===== config.mk =====
export PLATFORM = sky130hd
export DESIGN_NAME = pwm_cmp_unit
export DESIGN_NICKNAME = d
export VERILOG_FILES = /design/src/rtl/pwm_cmp_pkg.sv /design/src/rtl/pwm_ref_counter.sv /design/src/rtl/pwm_upd_timer.sv /design/src/rtl/pwm_cmp_shadow.sv /design/src/rtl/pwm_cmp_unit.sv
export SDC_FILE = /design/constraint.sdc
export NUM_CORES = 1
export LEC_CHECK = 0
export ABC_AREA = 1
export CORE_MARGIN = 3
export CORE_UTILIZATION = 25
export CTS_CLUSTER_SIZE = 10
export DETAILED_ROUTE_END_ITERATION = 8
export DONT_BUFFER_PORTS = 1
export HOLD_SLACK_MARGIN = 0.05
export PLACE_DENSITY_LB_ADDON = 0.12
export SLEW_MARGIN = 20
export SYNTH_ARGS = -nofsm -noshare
export SYNTH_HDL_FRONTEND = slang
export SYNTH_SLANG_ARGS = --single-unit

===== constraint.sdc =====
create_clock -name clk_i -period 2.75 [get_ports clk_i]
set_clock_uncertainty 0.2 [all_clocks]
set_input_delay 0.55 -clock clk_i [delete_from_list [all_inputs] [get_ports clk_i]]
set_output_delay 0.55 -clock clk_i [all_outputs]
set_load 0.05 [all_outputs]

===== src/rtl/pwm_cmp_pkg.sv =====
package pwm_cmp_pkg;
  typedef enum logic {
    SEL_VAL = 1'b0,
    SEL_CFG = 1'b1
  } wr_sel_e;
endpackage


===== src/rtl/pwm_ref_counter.sv =====
module pwm_ref_counter #(
  parameter int CNT_W = 16
) (
  input  logic             clk_i,
  input  logic             rst_ni,
  input  logic [CNT_W-1:0] period_i,
  output logic [CNT_W-1:0] cnt_o,
  output logic             period_end_o
);
  logic [CNT_W-1:0] cnt_q;

  // >= so a period shortened below the live count still wraps
  assign period_end_o = (cnt_q >= period_i);
  assign cnt_o        = cnt_q;

  always_ff @(posedge clk_i or negedge rst_ni) begin
    if (!rst_ni)           cnt_q <= '0;
    else if (period_end_o) cnt_q <= '0;
    else                   cnt_q <= cnt_q + 1'b1;
  end
endmodule


===== src/rtl/pwm_upd_timer.sv =====
module pwm_upd_timer #(
  parameter int UPR_W = 4
) (
  input  logic             clk_i,
  input  logic             rst_ni,
  input  logic             period_end_i,
  input  logic [UPR_W-1:0] upr_i,
  output logic [UPR_W-1:0] cnt_o,
  output logic             xfer_o
);
  logic [UPR_W-1:0] cnt_q;

  assign xfer_o = period_end_i && (cnt_q == upr_i);
  assign cnt_o  = cnt_q;

  always_ff @(posedge clk_i or negedge rst_ni) begin
    if (!rst_ni)           cnt_q <= '0;
    else if (xfer_o)       cnt_q <= '0;
    else if (period_end_i) cnt_q <= cnt_q + 1'b1;
  end
endmodule


===== src/rtl/pwm_cmp_shadow.sv =====
module pwm_cmp_shadow
  import pwm_cmp_pkg::*;
#(
  parameter int CNT_W = 16,
  parameter int UPR_W = 4
) (
  input  logic             clk_i,
  input  logic             rst_ni,
  input  logic             wr_en_i,
  input  wr_sel_e          wr_sel_i,
  input  logic [CNT_W-1:0] wr_data_i,
  input  logic             xfer_i,
  output logic [CNT_W-1:0] nxt_val_o,
  output logic             nxt_en_o,
  output logic [UPR_W-1:0] nxt_upr_o,
  output logic             pending_o
);
  logic [CNT_W-1:0] val_shadow_q;
  logic [CNT_W-1:0] val_commit_q;
  logic             en_commit_q;
  logic [UPR_W-1:0] upr_commit_q;
  logic             pend_q;
  logic             wr_val, wr_cfg;

  assign wr_val = wr_en_i && (wr_sel_i == SEL_VAL);
  assign wr_cfg = wr_en_i && (wr_sel_i == SEL_CFG);

  always_ff @(posedge clk_i or negedge rst_ni) begin
    if (!rst_ni) begin
      val_shadow_q <= '0;
      val_commit_q <= '0;
      en_commit_q  <= 1'b0;
      upr_commit_q <= '0;
      pend_q       <= 1'b0;
    end else begin
      if (wr_val) val_shadow_q <= wr_data_i;
      // config write commits the value shadow together with the config
      if (wr_cfg) begin
        val_commit_q <= val_shadow_q;
        en_commit_q  <= wr_data_i[0];
        upr_commit_q <= wr_data_i[UPR_W:1];
        pend_q       <= 1'b1;
      end else if (xfer_i) begin
        pend_q       <= 1'b0;
      end
    end
  end

  assign nxt_val_o = val_commit_q;
  assign nxt_en_o  = en_commit_q;
  assign nxt_upr_o = upr_commit_q;
  assign pending_o = pend_q;
endmodule


===== src/rtl/pwm_cmp_unit.sv =====
module pwm_cmp_unit
  import pwm_cmp_pkg::*;
#(
  parameter int CNT_W = 16,
  parameter int UPR_W = 4
) (
  input  logic             clk_i,
  input  logic             rst_ni,
  input  logic [CNT_W-1:0] period_i,
  input  logic             wr_en_i,
  input  logic             wr_sel_i,
  input  logic [CNT_W-1:0] wr_data_i,
  output logic [CNT_W-1:0] cnt_o,
  output logic             period_end_o,
  output logic [UPR_W-1:0] upd_cnt_o,
  output logic [CNT_W-1:0] cmp_val_o,
  output logic             cmp_en_o,
  output logic             match_o
);
  logic [CNT_W-1:0] cnt;
  logic             pend_end;
  logic             xfer;
  logic [CNT_W-1:0] nxt_val;
  logic             nxt_en;
  logic [UPR_W-1:0] nxt_upr;
  logic             pending;
  logic [CNT_W-1:0] act_val_q;
  logic             act_en_q;
  logic [UPR_W-1:0] act_upr_q;
  wr_sel_e          sel;

  assign sel = wr_sel_e'(wr_sel_i);

  pwm_ref_counter #(.CNT_W(CNT_W)) u_cnt (
    .clk_i        (clk_i),
    .rst_ni       (rst_ni),
    .period_i     (period_i),
    .cnt_o        (cnt),
    .period_end_o (pend_end)
  );

  pwm_upd_timer #(.UPR_W(UPR_W)) u_upd (
    .clk_i        (clk_i),
    .rst_ni       (rst_ni),
    .period_end_i (pend_end),
    .upr_i        (act_upr_q),
    .cnt_o        (upd_cnt_o),
    .xfer_o       (xfer)
  );

  pwm_cmp_shadow #(.CNT_W(CNT_W), .UPR_W(UPR_W)) u_shd (
    .clk_i     (clk_i),
    .rst_ni    (rst_ni),
    .wr_en_i   (wr_en_i),
    .wr_sel_i  (sel),
    .wr_data_i (wr_data_i),
    .xfer_i    (xfer),
    .nxt_val_o (nxt_val),
    .nxt_en_o  (nxt_en),
    .nxt_upr_o (nxt_upr),
    .pending_o (pending)
  );

  always_ff @(posedge clk_i or negedge rst_ni) begin
    if (!rst_ni) begin
      act_val_q <= '0;
      act_en_q  <= 1'b0;
      act_upr_q <= '0;
    end else if (xfer && pending) begin
      act_val_q <= nxt_val;
      act_en_q  <= nxt_en;
      act_upr_q <= nxt_upr;
    end
  end

  assign cnt_o        = cnt;
  assign period_end_o = pend_end;
  assign cmp_val_o    = act_val_q;
  assign cmp_en_o     = act_en_q;
  assign match_o      = act_en_q && (cnt == act_val_q);
endmodule


==> results of run 1 <==
==> registers in the layout, indices dropped and copies added (netlist names) <==
name,flops
cmp_val_o,16
u_cnt.cnt_o,16
u_shd.nxt_val_o,16
u_shd.val_shadow_q,16
act_upr_q,4
u_shd.nxt_upr_o,4
u_upd.cnt_o,4
cmp_en_o,1
u_shd.nxt_en_o,1
u_shd.pending_o,1
==> area by class of cell <==
cell class / instances / area, um2 / share of cell area [%]
Tap cell: 211 / 264 / 5.45
Inverter: 57 / 214 / 4.42
Multi-Input combinational cell: 309 / 1700 / 35.0
Clock buffer: 11 / 233 / 4.80
Clock inverter: 5 / 82.6 / 1.70
Timing Repair Buffer: 44 / 378 / 7.80
Sequential cell: 79 / 1980 / 40.8
==> cells in the final DEF (no fill, tap or decap) <==
master         instances
nand2_1              123
dfrtp_1               78
inv_1                 56
buf_4                 40
nor2_1                35
o21ai_0               26
nand4_1               25
a21oi_1               21
ha_1                  18
clkbuf_16              9
nand3_1                8
xor2_1                 8
xnor2_1                7
mux2_2                 7
nor3_1                 6
nor2_2                 4
nand2_2                3
nor4_1                 3
o22ai_1                3
o21a_1                 2
nor3_4                 2
a221oi_1               2
or2_2                  2
clkbuf_1               2
clkinv_4               2
bufinv_16              2
buf_12                 2
inv_2                  1
nand3_2                1
o21bai_2               1
nor3b_2                1
nor4_2                 1
clkinv_2               1
buf_16                 1
dlygate4sd3_1          1
dfrtp_2                1
==> power by group through the flow <==
stage | Clock [uW] | Combinational [uW] | Sequential [uW]
after global routing | 1370 | 2180 | 1820
after floorplan | 0 | 806 | 2320
after CTS | 1310 | 1990 | 1770
after global placement | 0 | 1920 | 1790
final | 1280 | 1960 | 1770
after detailed placement | 0 | 1950 | 1800
==> final timing paths <==
check / slack (ps) / endpoint
hold / removal: 160 / u_shd.val_shadow_q[15]$_DFFE_PN0P_
max in group asynchronous: 1450 / u_cnt.cnt_o[7]$_DFF_PN0_
setup reg to reg: 470 / cmp_val_o[4]$_DFFE_PN0P_
min in group asynchronous: 570 / u_shd.pending_o$_DFFE_PN0P_
setup / recovery: 150 / period_end_o
hold reg to reg: 280 / u_shd.val_shadow_q[3]$_DFFE_PN0P_
==> metal layers <==
metal	wire length, um	GRT usage [%]	vias up
met5	0	0	-
met4	98	3.50	0
met3	491	3.36	8
met2	4940	20.5	74
met1	4950	16.7	1463
li1	-	-	1574
==> kinds of logic (layout without fill, tap and decap cells) <==
group | after synthesis | after routing
adder cells (fa/ha/maj) | 18 | 18
multiplexers | 7 | 7
XOR/XNOR | 15 | 15
AND/OR/NAND/NOR | 214 | 214
flip-flops | 79 | 79
AO/OA/AOI/OAI | 55 | 55
buffers and inverters | 74 | 117
==> per-stage QoR <==
stage / setup WS (ps) / hold WS [ps] / power, uW
2_1_floorplan: 128 / 54.4 / 3130
3_3_place_gp: 335 / 58.0 / 3710
3_5_place_dp: 308 / 57.5 / 3750
4_1_cts: 69.4 / 150 / 5080
6_report: 149 / 163 / 5000
5_1_grt: 6.64 / 157 / 5360
==> repair_timing <==
item / in CTS / in global routing
gates resized for setup: 0 / 2
endpoints found under the hold margin: 79 / 0
buffers inserted: 0 / 0
setup endpoints to repair: 0 / 2
hold buffers: 2 / 0
==> critical path, stage by stage (launching register included) <==
cell     delay (ps)
dfrtp_1         420
ha_1            310
nand2_1          60
nor2_1          100
nor2_1           50
nand2_1          50
nand2_1          40
nand2_1          90
nand2_1          70
nand2_2         100
buf_4           220
==> implementation parameters, run 1 <==
Parameter                              Value

Run status
  Status    complete, no violations

Yosys
  Synthesized netlist net count    516
  Leading post-synthesis cells by instance count    nand2_1, dfrtp_1, inv_1, nor2_1, o21ai_0
  Number of distinct library cells after synthesis    29
  Proportion of synthesized area in mux cells    1.99%
  Dominant cell type by area after synthesis    dfrtp_1
  Synthesized-area fraction occupied by adder cells    5.69%
  Area share of the largest cell type after synthesis    50.0%
  Dominant combinational cell family by area after synthesis    simple AND/OR/NAND/NOR gates
  Combined area of all synthesized cells    3960 um2
  Most common cell in the netlist    nand2_1
  Number of instances in the synthesized netlist    462
  Synthesized area divided by synthesized cell count    8.57 um2
  Synth Area in XOR/XNOR    3.32%
  Post-synthesis compound-gate area fraction    7.52%
  Number of enable-type register cells in the synthesized netlist    0
  Count of yosys warnings during synthesis    0
  Share of synthesized area occupied by flip-flops and latches    50.0%
  Top post-synthesis cells by area    dfrtp_1, nand2_1, ha_1
  Number of synthesized register bits    79
  Share of async-settable or async-resettable flops after synthesis    100%
  Area fraction in and, or, nand and nor cells after synthesis    between 20% and 30%
  Flip-flop cell with the highest count after synthesis    dfrtp_1

Detailed routing
  Vias per cell    between 4 and 5
  Post-route DRC violation count    0
  Number of vias after detailed routing    3119
  Total iterations of the first detailed-routing run    4
  DRT antenna net count    0
  Post-detailed-route wirelength per cell    14.6 um
  WL final    10500 um
  Count of routing violations after the opening detailed-route iteration    166

Setup path
  Data required time at the worst endpoint    about 2000 ps
  Worst Setup SP    u_cnt.cnt_o[3]$_DFF_PN0_
  Critical Path AT    1850 ps
  Launching element type of the critical path    register
  Maximum fanout encountered on the critical timing path    4
  FF-to-FF Start    u_cnt.cnt_o[3]$_DFF_PN0_
  Worst reg2reg path depth    14
  Critical path type    register to primary output
  Setup crit end kind    primary output

Final layout
  Final Non-Filler Cells    716
  Share of layout cells above drive strength 1    between 10% and 20%
  Fin util    approximately a third
  Final net count    554
  N_diodes    0
  Final design area excluding fillers    4840 um2
  Fill cell total of the finished layout    1644
  Layout area overhead    22.4%

Global route
  Pin count of the biggest net entering global routing    80
  First-pass GRT wire length    17600 um
  Vias in the first global route    approximately 3200
  GRT Util Overall    12.6%
  Antenna violations before repair    0
  Total congestion overflow    0

Power and ir drop
  Switching power    2140 uW
  Lkg Pwr    0.00249 uW
  Switching Fraction    between 40% and 50%
  Power density of the placed cells    ~1000 nW/um2
  Combinational power share    39.2%
  Internal power    2870 uW
  IR drop worst, VDD    402 uV
  Portion of total power attributed to the clock network    25.5%
  Proportion of power drawn by flip-flops and latches    35.3%

Die
  Placement row count    45
  Standard cell core area    about 15000 um2
  Chip Width    132 um
  Initial cell density of the core    about a quarter
  Overall die height    132 um
  Number of primary I/O pins    between 70 and 80
  Full die area    17400 um2

STA
  Setup repair after global routing missed its margin    no
  Relative slew slack    57.1%
  Final setup violation count    0
  Endpoints failing hold    0
  Period minus WS final    2600 ps
  Max Transition Viols Final    0
  Setup TNS    0 ps
  Final period util    94.6%
  Slew at the pin closest to its max-slew limit    approximately 640 ps
  Peak clock frequency supported by timing    385 MHz

CTS
  CTS Root Cell    clkbuf_16
  Number of clock buffers inserted by TritonCTS    9
  Clock slew at the register clock pins of the worst setup and hold paths    60 ps
  Longest Clk Path Bufs    2
  Insertion delay to the later sink of the worst-skew pair    330 ps
  Number of levels the H-tree was split into    3
  Sink Count    79
  TritonCTS clock tree    done

Flow run
  Reported max-cap violation count    0

Place
  HPWL reported at the end of detailed placement    7940 um
  Inst Count DP    698
  Number of I/O port buffers    0
  Placed cell areas    4480 um2
  Routability-driven placement congestion ratio    0.771

Min path
  Worst Hold Class    primary input to register
  Launch point of the worst hold path    wr_data_i[15]
  Depth of the worst hold-timing path    1
No activity file was read; power rests on OpenSTA's default activity.
==> run 2: changes to the inputs <==
--- a/config.mk
+++ b/config.mk
@@ -13,6 +13,7 @@
 export DONT_BUFFER_PORTS = 1
 export HOLD_SLACK_MARGIN = 0.05
 export PLACE_DENSITY_LB_ADDON = 0.12
+export SETUP_SLACK_MARGIN = 0.2
 export SLEW_MARGIN = 20
 export SYNTH_ARGS = -nofsm -noshare
 export SYNTH_HDL_FRONTEND = slang
==> implementation parameters, run 2 (synthesized netlist as in run 1, its figures left out) <==
Parameter                              Value

Run status
  Status    finished, violations left
  Failing checks    negative hold slack

STA
  Smallest hold slack    -303 ps (-467 ps)
  Final setup violation count    0 (unchanged)
  Max Transition Viols Final    0 (unchanged)
  Relative slew slack    58.8% (+1.7 points)
  Period minus WS final    2490 ps (-109 ps)
  Final period util    90.6% (-4.0 points)
  Slew at the pin closest to its max-slew limit    617 ps (-25.1 ps)
  Worst Slack Setup Final    259 ps (+109 ps)
  Endpoints failing hold    79 (+79)
  Setup TNS    0 ps (unchanged)
  Setup repair after global routing missed its margin    yes
  Peak clock frequency supported by timing    401 MHz (+4.4%)

Final layout
  Final net count    565 (+2.0%)
  Commonest non-fill, non-tap cell in the layout    nand2_1
  Share of layout cells above drive strength 1    24.0% (+8.0 points)
  Layout area overhead    27.5%
  Fin util    32.8% (+1.3 points)
  Top library cells by usage in the layout, fill and taps aside    nand2_1, dfrtp_1, inv_1
  N_diodes    0 (unchanged)

CTS
  Number of levels the H-tree was split into    3 (unchanged)
  Sink Count    79 (unchanged)
  CTS Root Cell    clkbuf_16
  TritonCTS clock tree    done
  Longest Clk Path Bufs    2 (unchanged)
  Number of clock buffers inserted by TritonCTS    9 (unchanged)
  Clock slew at the register clock pins of the worst setup and hold paths    60 ps (about the same)
  Insertion delay to the later sink of the worst-skew pair    340 ps (about the same)

Power and ir drop
  Lkg Pwr    0.00252 uW (+1.5%)
  IR drop worst, VDD    573 uV (+43%)
  Power density of the placed cells    1020 nW/um2 (-1.5%)

Detailed routing
  Vias per cell    4.33 (-0.69%)
  WL final    10700 um (+2.4%)
  Post-route DRC violation count    0 (unchanged)
  Number of vias after detailed routing    3145 (+0.83%)
  Post-detailed-route wirelength per cell    14.8 um (+0.82%)
  DRT antenna net count    0 (unchanged)
  Count of routing violations after the opening detailed-route iteration    149 (-10%)
  Total iterations of the first detailed-routing run    4 (unchanged)

Global route
  Vias in the first global route    3099 (-2.7%)
  First-pass GRT wire length    17400 um (-0.63%)
  Pin count of the biggest net entering global routing    80 (unchanged)
  Antenna violations before repair    0 (unchanged)
  GRT Util Overall    12.8% (+0.13 points)
  Total congestion overflow    0 (unchanged)

Place
  Routability-driven placement congestion ratio    0.765 (-0.77%)
  Place WS    314 ps (+5.96 ps)
  HPWL reported at the end of detailed placement    7900 um (-0.44%)
  Number of I/O port buffers    0 (unchanged)

Setup path
  Setup slack on the worst flop-to-flop path    410 ps (-60 ps)
  Data required time at the worst endpoint    2000 ps (about the same)
  Maximum fanout encountered on the critical timing path    3 (-1)
  FF-to-FF Start    u_cnt.cnt_o[3]$_DFF_PN0_
  Critical Path AT    1740 ps (-110 ps)
  CP peak stage delay    420 ps (about the same)
  Cell chain of the critical path    ha_1 -> a21oi_1 -> o21ai_1 -> a21oi_2 -> nand2_4 -> buf_12
  Launching element type of the critical path    register
  Critical path type    register to primary output
  Setup crit end kind    primary output
  Critical R2R Capture    cmp_val_o[11]$_DFFE_PN0P_
  Master of the slowest instance on the critical path    dfrtp_1
  Worst reg2reg path depth    15 (+1)

Flow run
  Reported max-cap violation count    0 (unchanged)

Die
  Placement row count    45 (unchanged)
  Chip Width    132 um (unchanged)
  Number of primary I/O pins    75 (unchanged)
  Standard cell core area    15400 um2 (unchanged)
  Full die area    17400 um2 (unchanged)
  Initial cell density of the core    25.7% (unchanged)
  Overall die height    132 um (unchanged)

Min path
  Worst Hold Class    primary input to asynchronous set/reset pin
## run 2: cell types whose count changed in the layout (fill, tap and decap cells not counted), moves of 5 or more
cell,before,now
dfrtp_1,78,67
nand2_1,123,118
inv_1,56,51
dfrtp_2,1,12
buf_4,40,50
## run 2: layout make-up
type / instances / area, um2
Timing Repair Buffer: 55 / 467
Tap cell: 211 / 264
Clock inverter: 4 / 53.8
Clock buffer: 12 / 256
Multi-Input combinational cell: 309 / 1800
Sequential cell: 79 / 1990
Fill cell: 1628 / 10300
Inverter: 57 / 216
## run 2: repair_timing
item | in CTS | in global routing
endpoints found under the hold margin | 79 | 79
resized for setup | 20 | 25
pin swaps | 6 | 12
setup buffers | 4 | 8
setup endpoints to repair | 2 | 19
## run 2: per-layer routing
layer	up-vias	part of all wire [%]	global-route usage (%)	routed length, um
met2	76	46	19.7	4930
met1	1457	47	16.5	5000
met4	0	2.5	5.08	267
met3	15	5.0	4.24	532
met5	-	0	0	0
li1	1597	-	-	-
## run 2: worst max path at each step
stage	startpoint	endpoint	slack, ps
4_1_cts	u_cnt.cnt_o[3]$_DFF_PN0_	period_end_o	190
3_3_place_gp	period_i[3]	cmp_val_o[11]$_DFFE_PN0P_	320
6_report	u_cnt.cnt_o[9]$_DFF_PN0_	period_end_o	260
5_1_grt	u_cnt.cnt_o[3]$_DFF_PN0_	period_end_o	140
2_1_floorplan	u_cnt.cnt_o[5]$_DFF_PN0_	match_o	190
3_5_place_dp	period_i[3]	cmp_val_o[11]$_DFFE_PN0P_	310
## run 2: stage by stage
stage	total power [uW]	cell area (um2)	std cells
final	5140	5050	727
after detailed placement	3760	4500	699
after CTS	5110	4880	719
after floorplan	3130	3960	462
after global placement	3730	4500	699
after global routing	5500	5050	727
## run 2: power by group
part	total, uW	internal, uW	switching, uW
Clock	1230	754	479
Sequential	1770	1460	308
Combinational	2140	736	1400
Total	5140	2950	2190
## run 2: worst max-delay path: cells and delay by family, from the launching register on
family,cells,cell delay [ps]
buffers and inverters,1,150
and+or+nand+nor,1,80
DFF,1,420
adders and majority gates,1,300
AOI/OAI and AO/OA,3,450
==> run 3: changes to the inputs <==
--- a/config.mk
+++ b/config.mk
@@ -7,7 +7,7 @@
 export LEC_CHECK = 0
 export ABC_AREA = 1
 export CORE_MARGIN = 3
-export CORE_UTILIZATION = 25
+export CORE_UTILIZATION = 60
 export CTS_CLUSTER_SIZE = 10
 export DETAILED_ROUTE_END_ITERATION = 8
 export DONT_BUFFER_PORTS = 1
==> implementation parameters, run 3 (synthesized netlist as in run 1, its figures left out) <==
Parameter                              Value

Global route
  Antenna violations before repair    0 (unchanged)
  Total congestion overflow    0 (unchanged)
  Pin count of the biggest net entering global routing    80 (unchanged)
  GRT Util Overall    24.3% (+12 points)
  First-pass GRT wire length    14100 um (-19%)
  Vias in the first global route    3055 (-1.4%)

CTS
  Number of levels the H-tree was split into    3 (unchanged)
  CTS Root Cell    clkbuf_8
  Longest Clk Path Bufs    2 (unchanged)
  Clock slew at the register clock pins of the worst setup and hold paths    80 ps (+20 ps)
  Sink Count    79 (unchanged)
  Insertion delay to the later sink of the worst-skew pair    340 ps (about the same)
  TritonCTS clock tree    done
  Number of clock buffers inserted by TritonCTS    9 (unchanged)

Setup path
  Worst path most repeated cell    nand2_1
  Master of the slowest instance on the critical path    dfrtp_2
  Critical Path AT    1780 ps (+40 ps)
  Setup crit end kind    primary output
  Critical path type    register to primary output
  CP peak stage delay    460 ps (+40 ps)
  Cell chain of the critical path    ha_4 -> nand2_4 -> nor2_4 -> nor2_2 -> nand2_1 -> nand2_1 -> nand2_1 -> nand2_1 -> nand2_2 -> buf_8
  Maximum fanout encountered on the critical timing path    4 (+1)
  Launching element type of the critical path    register
  Data required time at the worst endpoint    2000 ps (about the same)

STA
  Peak clock frequency supported by timing    395 MHz (-1.7%)
  Slew at the pin closest to its max-slew limit    609 ps (-7.76 ps)
  Period minus WS final    2530 ps (+41.8 ps)
  Final period util    92.1% (+1.5 points)
  Endpoints failing hold    79 (unchanged)
  Setup TNS    0 ps (unchanged)
  Final setup violation count    0 (unchanged)
  Setup repair after global routing missed its margin    yes
  Max Transition Viols Final    0 (unchanged)
  Smallest hold slack    -307 ps (-3.87 ps)
  Relative slew slack    59.4% (+0.62 points)

Die
  Standard cell core area    6170 um2 (-60%)
  Number of primary I/O pins    75 (unchanged)
  Chip Width    87.2 um (-34%)
  Full die area    7610 um2 (-56%)
  Overall die height    87.2 um (-34%)
  Initial cell density of the core    64.2% (+38 points)
  Placement row count    28 (-38%)

Power and ir drop
  IR drop worst, VDD    861 uV (+50%)
  Power density of the placed cells    988 nW/um2 (-2.9%)
  Total power    4580 uW (-11%)
  Lkg Pwr    0.00243 uW (-3.9%)

Final layout
  Final net count    556 (-1.6%)
  Layout area overhead    17.1%
  Top library cells by usage in the layout, fill and taps aside    nand2_1, dfrtp_1, inv_1
  Share of layout cells above drive strength 1    21.1% (-2.9 points)
  N_diodes    0 (unchanged)
  Fin util    75.1% (+42 points)
  Commonest non-fill, non-tap cell in the layout    nand2_1
  Final Non-Filler Cells    582 (-20%)

Place
  Inst Count DP    560 (-20%)
  Routability-driven placement congestion ratio    0.855 (+12%)
  Number of I/O port buffers    0 (unchanged)
  HPWL reported at the end of detailed placement    6180 um (-22%)

Detailed routing
  Post-detailed-route wirelength per cell    15.0 um (+1.7%)
  DRT antenna net count    0 (unchanged)
  Vias per cell    5.51 (+27%)
  Total iterations of the first detailed-routing run    4 (unchanged)
  Number of vias after detailed routing    3207 (+2.0%)
  WL final    8740 um (-19%)
  Post-route DRC violation count    0 (unchanged)
  Count of routing violations after the opening detailed-route iteration    129 (-13%)

Run status
  Status    finished, violations left
  Failing checks    negative hold slack

Flow run
  Reported max-cap violation count    0 (unchanged)

Min path
  Worst Hold Class    primary input to asynchronous set/reset pin
[run 3: critical path, delay by kind of cell (launching register included)]
kind	cells	cell delay [ps]
buffers and inverters	1	150
adders and majority gates	1	300
DFF	1	460
and+or+nand+nor	8	540
[run 3: stage by stage]
| step | setup WS, ps | instance area, um2 |
|---|---|---|
| 5_1_grt | 85.1 | 4630 |
| 6_report | 217 | 4630 |
| 3_5_place_dp | 296 | 4300 |
| 3_3_place_gp | 364 | 4300 |
| 4_1_cts | 185 | 4530 |
| 2_1_floorplan | 195 | 3960 |
[run 3: metal layers]
layer / track usage, % / part of all wire (%)
met1: 29.1 / 41
met2: 42.3 / 51
met3: 5.49 / 5.5
met4: 10.0 / 2.8
met5: 0 / 0
[run 3: area by class of cell]
class                           count  area (um2)
Clock buffer                       13         159
Tap cell                           75        93.8
Sequential cell                    79        1990
Inverter                           57         216
Fill cell                         472        1530
Timing Repair Buffer               46         389
Clock inverter                      3        17.5
Multi-Input combinational cell    309        1770
[run 3: what timing repair did]
| item | in CTS | in global routing |
|---|---|---|
| gates resized for setup | 11 | 22 |
| pin swaps | 3 | 10 |
| buffers inserted | 4 | 2 |
| setup endpoints to repair | 2 | 23 |
| hold endpoints to repair | 79 | 79 |
[run 3: power breakdown]
group	switching, uW	leakage [uW]	internal [uW]
sequential	368	0.000976	1460
combinational	1300	0.00136	690
clock	393	0.0000894	375
total	2060	0.00243	2520
[run 3: final timing paths]
check / slack, ps / startpoint / to / depth (start not counted)
min in group clk_i: 160 / wr_data_i[15] / u_shd.val_shadow_q[15]$_DFFE_PN0P_ / 1
hold / removal: -310 / rst_ni / cmp_val_o[4]$_DFFE_PN0P_ / 0
hold reg to reg: 290 / u_shd.nxt_upr_o[1]$_DFFE_PN0P_ / u_shd.nxt_upr_o[1]$_DFFE_PN0P_ / 2
setup reg to reg: 380 / u_cnt.cnt_o[3]$_DFF_PN0_ / cmp_en_o$_DFFE_PN0P_ / 15
setup / recovery: 220 / u_cnt.cnt_o[3]$_DFF_PN0_ / period_end_o / 10
max in group asynchronous: 2520 / rst_ni / u_cnt.cnt_o[14]$_DFF_PN0_ / 0
